--- config.mk ---
export PLATFORM = sky130hd
export DESIGN_NAME = rtc_irq_unit
export DESIGN_NICKNAME = d
export VERILOG_FILES = /design/src/rtl/rtc_irq_pkg.sv /design/src/rtl/rtc_irq_ctrl.sv /design/src/rtl/rtc_irq_dp.sv /design/src/rtl/rtc_irq_unit.sv
export SDC_FILE = /design/constraint.sdc
export NUM_CORES = 1
export LEC_CHECK = 0
export ABC_AREA = 1
export BUFFER_PORTS_ARGS = -buffer_cell sky130_fd_sc_hd__clkbuf_2
export CORE_ASPECT_RATIO = 2
export CORE_UTILIZATION = 46
export DETAILED_ROUTE_END_ITERATION = 8
export PLACE_DENSITY = 0.78
export SLEW_MARGIN = 5
export SYNTH_ARGS = -nofsm -noshare
export SYNTH_HDL_FRONTEND = slang
export SYNTH_SLANG_ARGS = --single-unit
--- constraint.sdc ---
create_clock -name clk -period 1.6 [get_ports clk]
set_input_delay 0.16 -clock clk [delete_from_list [all_inputs] [get_ports clk]]
set_output_delay 0.16 -clock clk [all_outputs]
set_load 0.05 [all_outputs]
--- src/rtl/rtc_irq_pkg.sv ---
package rtc_irq_pkg;
  localparam int FLAG_N = 3;
  localparam int STAT_W = 8;

  typedef struct packed {
    logic pfSet;
    logic afSet;
    logic ufSet;
    logic rdBusy;
    logic rdDone;
  } irqStrobes_t;
endpackage

--- src/rtl/rtc_irq_ctrl.sv ---
module rtc_irq_ctrl
  import rtc_irq_pkg::*;
#(
  parameter int DIV_W     = 14,
  parameter int SLOW1_TAP = 7,
  parameter int SLOW2_TAP = 8,
  parameter int RATE_W    = 4,
  parameter int FIELD_N   = 3,
  parameter int FIELD_W   = 8
) (
  input  logic                       clk,
  input  logic                       rstN,
  input  logic                       tbTick,
  input  logic                       updEnd,
  input  logic                       statRd,
  input  logic [RATE_W-1:0]          rateSel,
  input  logic                       sqwEn,
  input  logic [FIELD_N*FIELD_W-1:0] curTime,
  input  logic [FIELD_N*FIELD_W-1:0] alarmSet,
  output irqStrobes_t                strobes,
  output logic                       sqwOut
);
  localparam int TAP_W = $clog2(DIV_W + 1);

  logic [DIV_W-1:0]   divCnt;
  logic [TAP_W-1:0]   tapIdx;
  logic [DIV_W-1:0]   lowMask;
  logic [DIV_W-1:0]   topBit;
  logic               rateOn;
  logic               rdPrev;
  logic [FIELD_N-1:0] fieldHit;

  always_ff @(posedge clk or negedge rstN) begin
    if (!rstN) divCnt <= '0;
    else if (tbTick) divCnt <= divCnt + 1'b1;
  end

  always_ff @(posedge clk or negedge rstN) begin
    if (!rstN) rdPrev <= 1'b0;
    else rdPrev <= statRd;
  end

  always_comb begin
    case (rateSel)
      RATE_W'(0): tapIdx = '0;
      RATE_W'(1): tapIdx = TAP_W'(SLOW1_TAP);
      RATE_W'(2): tapIdx = TAP_W'(SLOW2_TAP);
      default:    tapIdx = TAP_W'(rateSel) - 1'b1;
    endcase
  end

  always_comb begin
    for (int i = 0; i < DIV_W; i++) lowMask[i] = (i < int'(tapIdx));
  end

  assign topBit = lowMask & ~(lowMask >> 1);
  assign rateOn = (rateSel != '0);
  assign sqwOut = sqwEn && rateOn && (|(divCnt & topBit));

  for (genvar g = 0; g < FIELD_N; g++) begin : g_field
    logic [FIELD_W-1:0] aByte;
    logic [FIELD_W-1:0] tByte;
    assign aByte       = alarmSet[g*FIELD_W +: FIELD_W];
    assign tByte       = curTime[g*FIELD_W +: FIELD_W];
    assign fieldHit[g] = (&aByte[FIELD_W-1 -: 2]) || (aByte == tByte);
  end

  assign strobes.pfSet  = tbTick && rateOn && ((divCnt & lowMask) == lowMask);
  assign strobes.afSet  = updEnd && (&fieldHit);
  assign strobes.ufSet  = updEnd;
  assign strobes.rdBusy = statRd;
  assign strobes.rdDone = !statRd && rdPrev;


  af_upd_chk: assert property (@(posedge clk) disable iff (!rstN)
    strobes.afSet |-> strobes.ufSet);


  pf_gap_chk: assert property (@(posedge clk) disable iff (!rstN)
    strobes.pfSet |=> (!strobes.pfSet || rateSel != $past(rateSel)));
endmodule

--- src/rtl/rtc_irq_dp.sv ---
module rtc_irq_dp
  import rtc_irq_pkg::*;
(
  input  logic              clk,
  input  logic              rstN,
  input  irqStrobes_t       strobes,
  input  logic              enWr,
  input  logic              pieIn,
  input  logic              aieIn,
  input  logic              uieIn,
  input  logic              setBit,
  output logic              irqN,
  output logic [STAT_W-1:0] statusByte
);
  logic [FLAG_N-1:0] flags;
  logic [FLAG_N-1:0] pend;
  logic [FLAG_N-1:0] enVec;
  logic [FLAG_N-1:0] evtVec;
  logic              irqFlag;

  assign evtVec = {strobes.pfSet, strobes.afSet, strobes.ufSet};

  always_ff @(posedge clk or negedge rstN) begin
    if (!rstN) begin
      flags <= '0;
      pend  <= '0;
    end else if (strobes.rdBusy) begin
      pend <= pend | evtVec;
    end else if (strobes.rdDone) begin
      flags <= pend | evtVec;
      pend  <= '0;
    end else begin
      flags <= flags | evtVec;
    end
  end

  always_ff @(posedge clk or negedge rstN) begin
    if (!rstN) begin
      enVec <= '0;
    end else begin
      if (enWr) enVec[2:1] <= {pieIn, aieIn};
      if (setBit) enVec[0] <= 1'b0;
      else if (enWr) enVec[0] <= uieIn;
    end
  end

  assign irqFlag    = |(flags & enVec);
  assign irqN       = !irqFlag;
  assign statusByte = {irqFlag, flags, {(STAT_W-FLAG_N-1){1'b0}}};


  rd_freeze_chk: assert property (@(posedge clk) disable iff (!rstN)
    strobes.rdBusy |=> $stable(flags));


  set_uie_chk: assert property (@(posedge clk) disable iff (!rstN)
    setBit |=> !enVec[0]);


  irq_src_chk: assert property (@(posedge clk) disable iff (!rstN)
    !irqN |-> (|flags));


  uf_post_chk: assert property (@(posedge clk) disable iff (!rstN)
    (strobes.ufSet && !strobes.rdBusy) |=> flags[0]);
endmodule

--- src/rtl/rtc_irq_unit.sv ---
module rtc_irq_unit
  import rtc_irq_pkg::*;
#(
  parameter int DIV_W   = 14,
  parameter int RATE_W  = 4,
  parameter int FIELD_N = 3,
  parameter int FIELD_W = 8
) (
  input  logic                       clk,
  input  logic                       rstN,
  input  logic                       tbTick,
  input  logic                       updEnd,
  input  logic [FIELD_N*FIELD_W-1:0] curTime,
  input  logic [FIELD_N*FIELD_W-1:0] alarmSet,
  input  logic [RATE_W-1:0]          rateSel,
  input  logic                       sqwEn,
  input  logic                       enWr,
  input  logic                       pieIn,
  input  logic                       aieIn,
  input  logic                       uieIn,
  input  logic                       setBit,
  input  logic                       statRd,
  output logic                       irqN,
  output logic [STAT_W-1:0]          statusByte,
  output logic                       sqwOut
);
  irqStrobes_t strobes;

  rtc_irq_ctrl #(
    .DIV_W(DIV_W), .SLOW1_TAP(7), .SLOW2_TAP(8),
    .RATE_W(RATE_W), .FIELD_N(FIELD_N), .FIELD_W(FIELD_W)
  ) u_ctrl (
    .clk(clk), .rstN(rstN), .tbTick(tbTick), .updEnd(updEnd),
    .statRd(statRd), .rateSel(rateSel), .sqwEn(sqwEn),
    .curTime(curTime), .alarmSet(alarmSet),
    .strobes(strobes), .sqwOut(sqwOut)
  );

  rtc_irq_dp u_dp (
    .clk(clk), .rstN(rstN), .strobes(strobes), .enWr(enWr),
    .pieIn(pieIn), .aieIn(aieIn), .uieIn(uieIn), .setBit(setBit),
    .irqN(irqN), .statusByte(statusByte)
  );
endmodule

==> results of run 1 <==
[area by class of cell]
type | instances | share of cell area [%]
multi-input combinational | 229 | 45.72
timing repair buffer | 133 | 26.78
sequential | 24 | 18.30
inverter | 40 | 4.983
tap | 54 | 2.054
clock buffer | 3 | 1.255
clock inverter | 1 | 0.9129
[power groups by stage]
| stage | clock (W) | sequential, W | combinational (W) |
|---|---|---|---|
| 2_1_floorplan | 0 | 0.000849 | 0.000658 |
| 3_3_place_gp | 0 | 0.000817 | 0.00120 |
| 3_5_place_dp | 0 | 0.000824 | 0.00122 |
| 4_1_cts | 0.000530 | 0.000822 | 0.00144 |
| 5_1_grt | 0.000560 | 0.000845 | 0.00171 |
| 6_report | 0.000522 | 0.000835 | 0.00157 |
[final timing paths]
| kind | start | slack (ps) | end |
|---|---|---|---|
| worst max-delay path | rateSel[0] | -570 | sqwOut |
| worst min-delay path | setBit | 40 | u_dp.enVec[0]$_DFFE_PN0P_ |
| worst max register to register | u_ctrl.divCnt[0]$_DFFE_PN0P_ | -60 | u_ctrl.divCnt[11]$_DFFE_PN0P_ |
| worst min register to register | u_dp.enVec[1]$_DFFE_PN0P_ | 480 | u_dp.enVec[1]$_DFFE_PN0P_ |
| max in group asynchronous | rstN | 730 | u_ctrl.divCnt[0]$_DFFE_PN0P_ |
| min in group asynchronous | rstN | 430 | u_ctrl.divCnt[11]$_DFFE_PN0P_ |
[registers in the layout, summed over array words and instances (netlist names)]
name,flops
u_ctrl.divCnt,14
u_dp.flags,3
u_ctrl.rdPrev,1
u_dp.pend,3
u_dp.enVec,3
[logic make-up after synthesis]
logic type	Yosys count	synth area share, %
AOI/OAI and AO/OA	24	7.473
xor gates and xnor gates	29	12.33
adders and majority gates	4	2.430
buffers and inverters	45	9.356
DFF	24	29.16
other	1	0.1821
and+or+nand+nor	168	39.06
[metal layers]
metal	GRT usage (%)	routed length, um
met5	0	0
met3	0.7862	179
met4	17.19	288
met1	24.45	1884
met2	55.43	3735
[worst max-delay path: stages]
cell and delay, ps:
buf_8 80, clkinvlp_4 120, ha_4 210, o21ai_4 220, nand2_4 80, inv_4 80, nand2_4 70, nand2_8 100
nand3_4 90, o211ai_1 230, nand3_1 160, nor3_2 190, nor2_4 60, buf_8 150
[placed cells by master, fill, tap and decap left out, drive strengths merged]
cell,instances
nor3,9
conb,4
xnor2,14
nor2,36
clkinvlp,1
clkbuf,69
xor2,15
dlygate4sd3,1
a21oi,6
a211oi,1
ha,4
nand4,6
inv,39
nand2,86
or2,4
o31ai,1
buf,66
dfrtp,24
nand3,25
bufinv,1
o21ai,15
nor4,2
o211ai,1
[timing repair]
action | in CTS | in global routing
gates resized for setup | 35 | 18
hold buffers | 1 | 0
pin swaps | 23 | 21
setup endpoints to repair | 9 | 10
buffers inserted | 14 | 11
endpoints found under the hold margin | 24 | 0
[through the flow]
stage               cell area, um2  util [%]  hold WS, ps
floorplan                     2136         -       -135.6
global placement              2829     65.20        182.4
detailed placement            2829     65.20        191.4
CTS                           3171     73.07        41.70
global route                  3289     75.81        32.20
finish                        3289     75.81        40.14
==> results_tabular.tex, run 1 <==
\begin{tabular}{lr}
\hline
Metric & Value \\
\hline
\multicolumn{2}{l}{\textbf{Status}} \\
Result of the run & finished with violations \\
Violated checks & design-rule violations, negative setup slack \\
\multicolumn{2}{l}{\textbf{Power}} \\
Clk pwr share & 17.8\% \\
Total net switching power & 0.001121 W \\
Switching fraction of total power & 38.26\% \\
Part of the power in combinational logic & 53.7\% \\
PD cells & 890.7 mW/mm2 \\
Standby leakage power & 1.769 nW \\
Largest voltage drop on the vdd net & 0.0007984 V \\
Total power draw & 0.002930 W \\
Proportion of power drawn by flip-flops and latches & 28.5\% \\
Internal Pwr Total & 0.001809 W \\
\multicolumn{2}{l}{\textbf{Run}} \\
Max Cap Viol & 0 \\
\multicolumn{2}{l}{\textbf{Clock network}} \\
Clock tree from TritonCTS & done \\
Buffers from clock root to sink, at most & 2 \\
Htree depth & 1 \\
Clock input transition at the sequential cells of the worst setup and hold paths & 80 ps \\
Clock Root Buffer & clkbuf\_8 \\
Insertion delay of the later-clocked pin in the worst-skew pair & 260 ps \\
Total clock buffers created by CTS & 3 \\
Clock sink total & 24 \\
\multicolumn{2}{l}{\textbf{STA}} \\
Slew at the pin closest to its max-slew limit & 610.8 ps \\
Max frequency & 0.4611 GHz \\
Pins over their slew limit & 0 \\
Final setup slack of the worst path & -568.5 ps \\
Unrepaired setup endpoints after global routing & true \\
TNS Setup & -1371 ps \\
Post-route clock period utilization & 135.5\% \\
Clock period minus worst slack & 2169 ps \\
Number of failing hold endpoints at the final stage & 0 \\
Relative max-transition margin & 59.28\% \\
Final worst clock skew & 5.600 ps \\
Setup violations, final & 5 \\
\multicolumn{2}{l}{\textbf{Cells and area}} \\
Area occupied by multi-input gates & 0.001504 mm2 \\
Ant diodes & 0 \\
Number of fillers in the final layout & 333 \\
Filler-free cell count of the finished design & 484 \\
Net count of the finished layout & 498 \\
Area growth syn-to-layout & 59.72\% \\
Layout cell share with drive strength beyond 1 & 46.98\% \\
Total area of sequential cells & 601.8 um2 \\
\multicolumn{2}{l}{\textbf{Yosys}} \\
Post-synthesis sequential element count & 24 \\
Synth async-reset ratio & 100.0\% \\
Dominant cell by count in the synthesized netlist & nand2\_1 \\
Cell area after technology mapping & 0.002059 mm2 \\
Ys flop type & dfrtp\_1 \\
Top cells by instance count after synthesis & 74 x nand2\_1, 37 x inv\_1, 30 x nor2\_1 \\
Largest area contributor in the synthesized netlist & dfrtp\_1 \\
Sequential-to-total area share from yosys stat & 29.16\% \\
Synth unique cells & 30 \\
Synth Instances & 295 \\
Count of flip-flops with a built-in enable after synthesis & 0 \\
Number of synthesis warnings & 0 \\
Mean cell area of the mapped netlist & 6.981 um2 \\
Cell types occupying the most area after synthesis & dfrtp\_1 29\%, nand2\_1 13\%, inv\_1 6.7\% \\
Area share of the largest cell type after synthesis & 29.16\% \\
\multicolumn{2}{l}{\textbf{Routing}} \\
DRT Pass-1 Iters & 6 \\
Initial drt markers & 32 \\
Post-detailed-route via-to-cell ratio & 4.990 \\
Routed vias & 2,415 \\
Per-cell routed wire length & 12.58 um \\
WL final & 6.087 mm \\
Post-DRT Antenna Nets & 0 \\
Remaining routing DRC violations & 1 \\
\multicolumn{2}{l}{\textbf{Global routing}} \\
Gr usage total & 27.37\% \\
Number of global-route vias before repair & 2,506 \\
Initial antenna violation count & 0 \\
GRT overflow & 0 \\
Wire length of the first global-routing pass & 10.15 mm \\
Largest net degree at the start of global routing & 25 \\
\multicolumn{2}{l}{\textbf{Floorplanning}} \\
IO Count & 73 \\
Width of the die & 49.32 um \\
Number of placement rows & 34 \\
Core Box Area & 0.004339 mm2 \\
Height of the chip & 96.63 um \\
Initial core utilization & 47.46\% \\
Die Footprint & 0.004765 mm2 \\
\multicolumn{2}{l}{\textbf{Place}} \\
Total of buffers placed on input and output ports & 68 \\
Total half-perimeter wirelength after legalization and detailed placement & 4.798 mm \\
GPL Wtd Cong & 0.8936 \\
Pre-CTS setup slack & -641.1 ps \\
Placed Instances & 458 \\
\multicolumn{2}{l}{\textbf{Setup path}} \\
Req. time, crit path & 1440 ps \\
Arr. time, crit path & 2010 ps \\
Category of the most critical setup path & input port to output port \\
Worst-path maximum fanout & 8 \\
Worst reg-to-reg path cell count & 9 \\
Startpoint class of the critical path & input port \\
Type of destination of the critical path & output port \\
\multicolumn{2}{l}{\textbf{Hold path}} \\
Type of the most critical hold path & input port to register \\
Hold depth & 2 \\
\hline
\end{tabular}
No activity file was read; power rests on OpenSTA's default activity.
==> run 2, diff against run 1 <==
- CAP_MARGIN: not set -> 20
- CELL_PAD_IN_SITES_DETAIL_PLACEMENT: not set -> 1
- CELL_PAD_IN_SITES_GLOBAL_PLACEMENT: not set -> 2
- CORE_UTILIZATION: 46 -> 24
- PLACE_DENSITY: 0.78 -> not set
- PLACE_DENSITY_LB_ADDON: not set -> 0.1
==> run 2 against run 1 <==
Against the previous run:
- the flow finishes with violations (negative setup slack)
- sequential share of layout area down 0.67 points
- fmax up 3.0%
- first-iteration DRC count down 9.4%
- combinational power about the same
- sequential cell count unchanged
- global-route usage down 10 points
- sequential power about the same
- via count up 0.17%
- utilization down 35 points
- clock power up 40%
- cell count up 9.9%
- largest cell class unchanged
- largest power group unchanged
==> results_tabular.tex, run 2 (synthesized netlist as in run 1, its figures left out) <==
\begin{tabular}{lr}
\hline
Metric & Value \\
\hline
\multicolumn{2}{l}{\textbf{Place}} \\
Placed Instances & 512 \\
Total of buffers placed on input and output ports & 68 \\
Placed Area & 0.002972 mm2 \\
GPL Wtd Cong & 0.8469 \\
Pre-CTS setup slack & -714.2 ps \\
Total half-perimeter wirelength after legalization and detailed placement & 6.224 mm \\
\multicolumn{2}{l}{\textbf{Setup path}} \\
Library cell contributing the largest single delay on the critical path & nor3\_2 \\
Number of buffers and inverters on the critical path & 5 \\
Register-to-register path setup slack & -50 ps \\
Cell-by-cell listing of the critical path & buf\_8 -> clkinvlp\_4 -> ha\_4 -> o21ai\_4 -> nand2\_4 -> inv\_4 -> nand2\_4 -> buf\_6 -> nand4\_1 -> nor3\_2 -> nor2\_1 -> nand3\_1 -> nor3\_2 -> nor2\_4 -> buf\_8 \\
Worst-path maximum fanout & 4 \\
Slowest cell delay on critical path & 260 ps \\
Category of the most critical setup path & input port to output port \\
R2r endpoint & u\_ctrl.divCnt[10]\$\_DFFE\_PN0P\_ \\
Req. time, crit path & 1440 ps \\
Type of destination of the critical path & output port \\
Cell family with most CP delay & simple AND/OR/NAND/NOR gates \\
Arr. time, crit path & 1950 ps \\
Startpoint class of the critical path & input port \\
Startpoint of the worst-slack reg-to-reg timing path & u\_ctrl.divCnt[1]\$\_DFFE\_PN0P\_ \\
Worst reg-to-reg path cell count & 9 \\
\multicolumn{2}{l}{\textbf{Cells and area}} \\
Design area & 0.003415 mm2 \\
Ant diodes & 0 \\
Net count of the finished layout & 502 \\
Filler-free cell count of the finished design & 532 \\
Top library cells by usage in the layout, fill and taps aside & 67 x nand2\_1, 66 x clkbuf\_2, 62 x buf\_4, 34 x inv\_1, 25 x nor2\_1 \\
Commonest non-fill, non-tap cell in the layout & nand2\_1 \\
Area growth syn-to-layout & 65.80\% \\
Area occupied by multi-input gates & 0.001511 mm2 \\
Number of fillers in the final layout & 1,068 \\
Layout cell share with drive strength beyond 1 & 47.70\% \\
Max FFs per register & 14 \\
Register name with the most flops & u\_ctrl.divCnt \\
Total area of sequential cells & 601.8 um2 \\
\multicolumn{2}{l}{\textbf{Clock network}} \\
Insertion delay of the later-clocked pin in the worst-skew pair & 260 ps \\
Total clock buffers created by CTS & 3 \\
Clock input transition at the sequential cells of the worst setup and hold paths & 70 ps \\
Clock sink total & 24 \\
Buffers from clock root to sink, at most & 2 \\
Htree depth & 1 \\
Clock Root Buffer & clkbuf\_16 \\
Clock tree from TritonCTS & done \\
\multicolumn{2}{l}{\textbf{Routing}} \\
Remaining routing DRC violations & 0 \\
Per-cell routed wire length & 13.52 um \\
WL final & 7.193 mm \\
Routed vias & 2,419 \\
DRT Pass-1 Iters & 4 \\
Post-detailed-route via-to-cell ratio & 4.547 \\
Initial drt markers & 29 \\
Post-DRT Antenna Nets & 0 \\
\multicolumn{2}{l}{\textbf{STA}} \\
Pins over their slew limit & 0 \\
Max frequency & 0.4751 GHz \\
Number of failing hold endpoints at the final stage & 0 \\
Slew at the pin closest to its max-slew limit & 649.4 ps \\
Clock period minus worst slack & 2105 ps \\
Final worst clock skew & 4.209 ps \\
Setup violations, final & 7 \\
Final setup slack of the worst path & -505.0 ps \\
Post-route clock period utilization & 131.6\% \\
Relative max-transition margin & 56.70\% \\
Unrepaired setup endpoints after global routing & true \\
\multicolumn{2}{l}{\textbf{Floorplanning}} \\
Height of the chip & 133.0 um \\
IO Count & 73 \\
Initial core utilization & 24.84\% \\
Width of the die & 67.50 um \\
Core Box Area & 0.008292 mm2 \\
Number of placement rows & 47 \\
Die Footprint & 0.008978 mm2 \\
\multicolumn{2}{l}{\textbf{Power}} \\
Switching fraction of total power & 37.86\% \\
Clk pwr share & 23.1\% \\
Standby leakage power & 1.793 nW \\
Internal Pwr Total & 0.001961 W \\
Total net switching power & 0.001194 W \\
Largest voltage drop on the vdd net & 0.0005144 V \\
Proportion of power drawn by flip-flops and latches & 26.5\% \\
Part of the power in combinational logic & 50.3\% \\
PD cells & 924.0 mW/mm2 \\
\multicolumn{2}{l}{\textbf{Global routing}} \\
Gr usage total & 17.06\% \\
Number of global-route vias before repair & 2,644 \\
Wire length of the first global-routing pass & 11.27 mm \\
GRT overflow & 0 \\
Largest net degree at the start of global routing & 25 \\
Initial antenna violation count & 0 \\
\multicolumn{2}{l}{\textbf{Run}} \\
Max Cap Viol & 0 \\
\multicolumn{2}{l}{\textbf{Status}} \\
Violated checks & negative setup slack \\
Result of the run & finished with violations \\
\multicolumn{2}{l}{\textbf{Hold path}} \\
Hold depth & 2 \\
Type of the most critical hold path & input port to register \\
Worst hold endpoint & u\_dp.enVec[0]\$\_DFFE\_PN0P\_ \\
Launch point of the worst hold path & setBit \\
\hline
\end{tabular}
==> run 2: changes by cell type in the layout (fill, tap and decap cells not counted), moves of 3 or more <==
cell       before  now
buf_4          56   62
buf_6           8    5
clkbuf_16       0    3
clkbuf_8        3    0
nand2_2         8   12
==> run 2: how the worst max path moves through the flow <==
stage                           from      to  depth (start not counted)
final                     rateSel[0]  sqwOut                         15
after global routing      rateSel[0]  sqwOut                         15
after CTS                 rateSel[0]  sqwOut                         14
after detailed placement  rateSel[0]  sqwOut                         12
after global placement    rateSel[0]  sqwOut                         12
after floorplan           rateSel[0]  sqwOut                         13
==> run 2: routing by layer <==
metal	wire length [um]	global-route usage, %	vias to the layer above	share of wire [%]
li1	-	-	1197	-
met1	2105	12.59	1133	29
met2	4500	36.03	67	63
met3	158	0.9483	22	2.2
met4	428	11.58	0	6.0
met5	0	0	-	0
==> run 2: cell type report <==
type / instances / area share (%)
clock inverters: 1 / 0.8794
inverters: 40 / 4.727
clock buffers: 3 / 2.199
repair buffers: 137 / 26.71
well taps: 98 / 3.591
flip-flops and latches: 24 / 17.63
multi-input cells: 229 / 44.27
==> run 2: metrics by stage <==
stage	total power, W	setup TNS (ps)	hold WS [ps]	utilization, %
finish	0.003155	-1099	52.28	41.18
floorplan	0.001507	-371.7	-135.6	-
CTS	0.003072	-1343	46.38	39.54
global placement	0.002156	-2682	218.0	35.84
global route	0.003358	-2144	57.77	41.18
detailed placement	0.002181	-2971	212.3	35.84
==> run 2: worst reg2reg max path: stages (launching register included) <==
cell and delay [ps]:
dfrtp_1 380, buf_6 110, ha_4 140, nand3_4 80, nor4_4 220, buf_4 180
nand3_4 90, nor2_4 130, buf_4 120, xor2_1 140
==> run 2: power groups by stage <==
stage	sequential [W]	clock [W]	combinational, W
final	0.000837	0.000730	0.00159
after global routing	0.000852	0.000770	0.00174
after CTS	0.000826	0.000754	0.00149
after detailed placement	0.000828	0	0.00135
after global placement	0.000825	0	0.00133
after floorplan	0.000849	0	0.000658
==> run 2: timing repair <==
item,4_1_cts,5_1_grt
resized for setup,26,22
buffers inserted,9,6
setup endpoints to repair,9,9
pin swaps,13,17
hold endpoints to repair,24,0
hold buffers,1,0
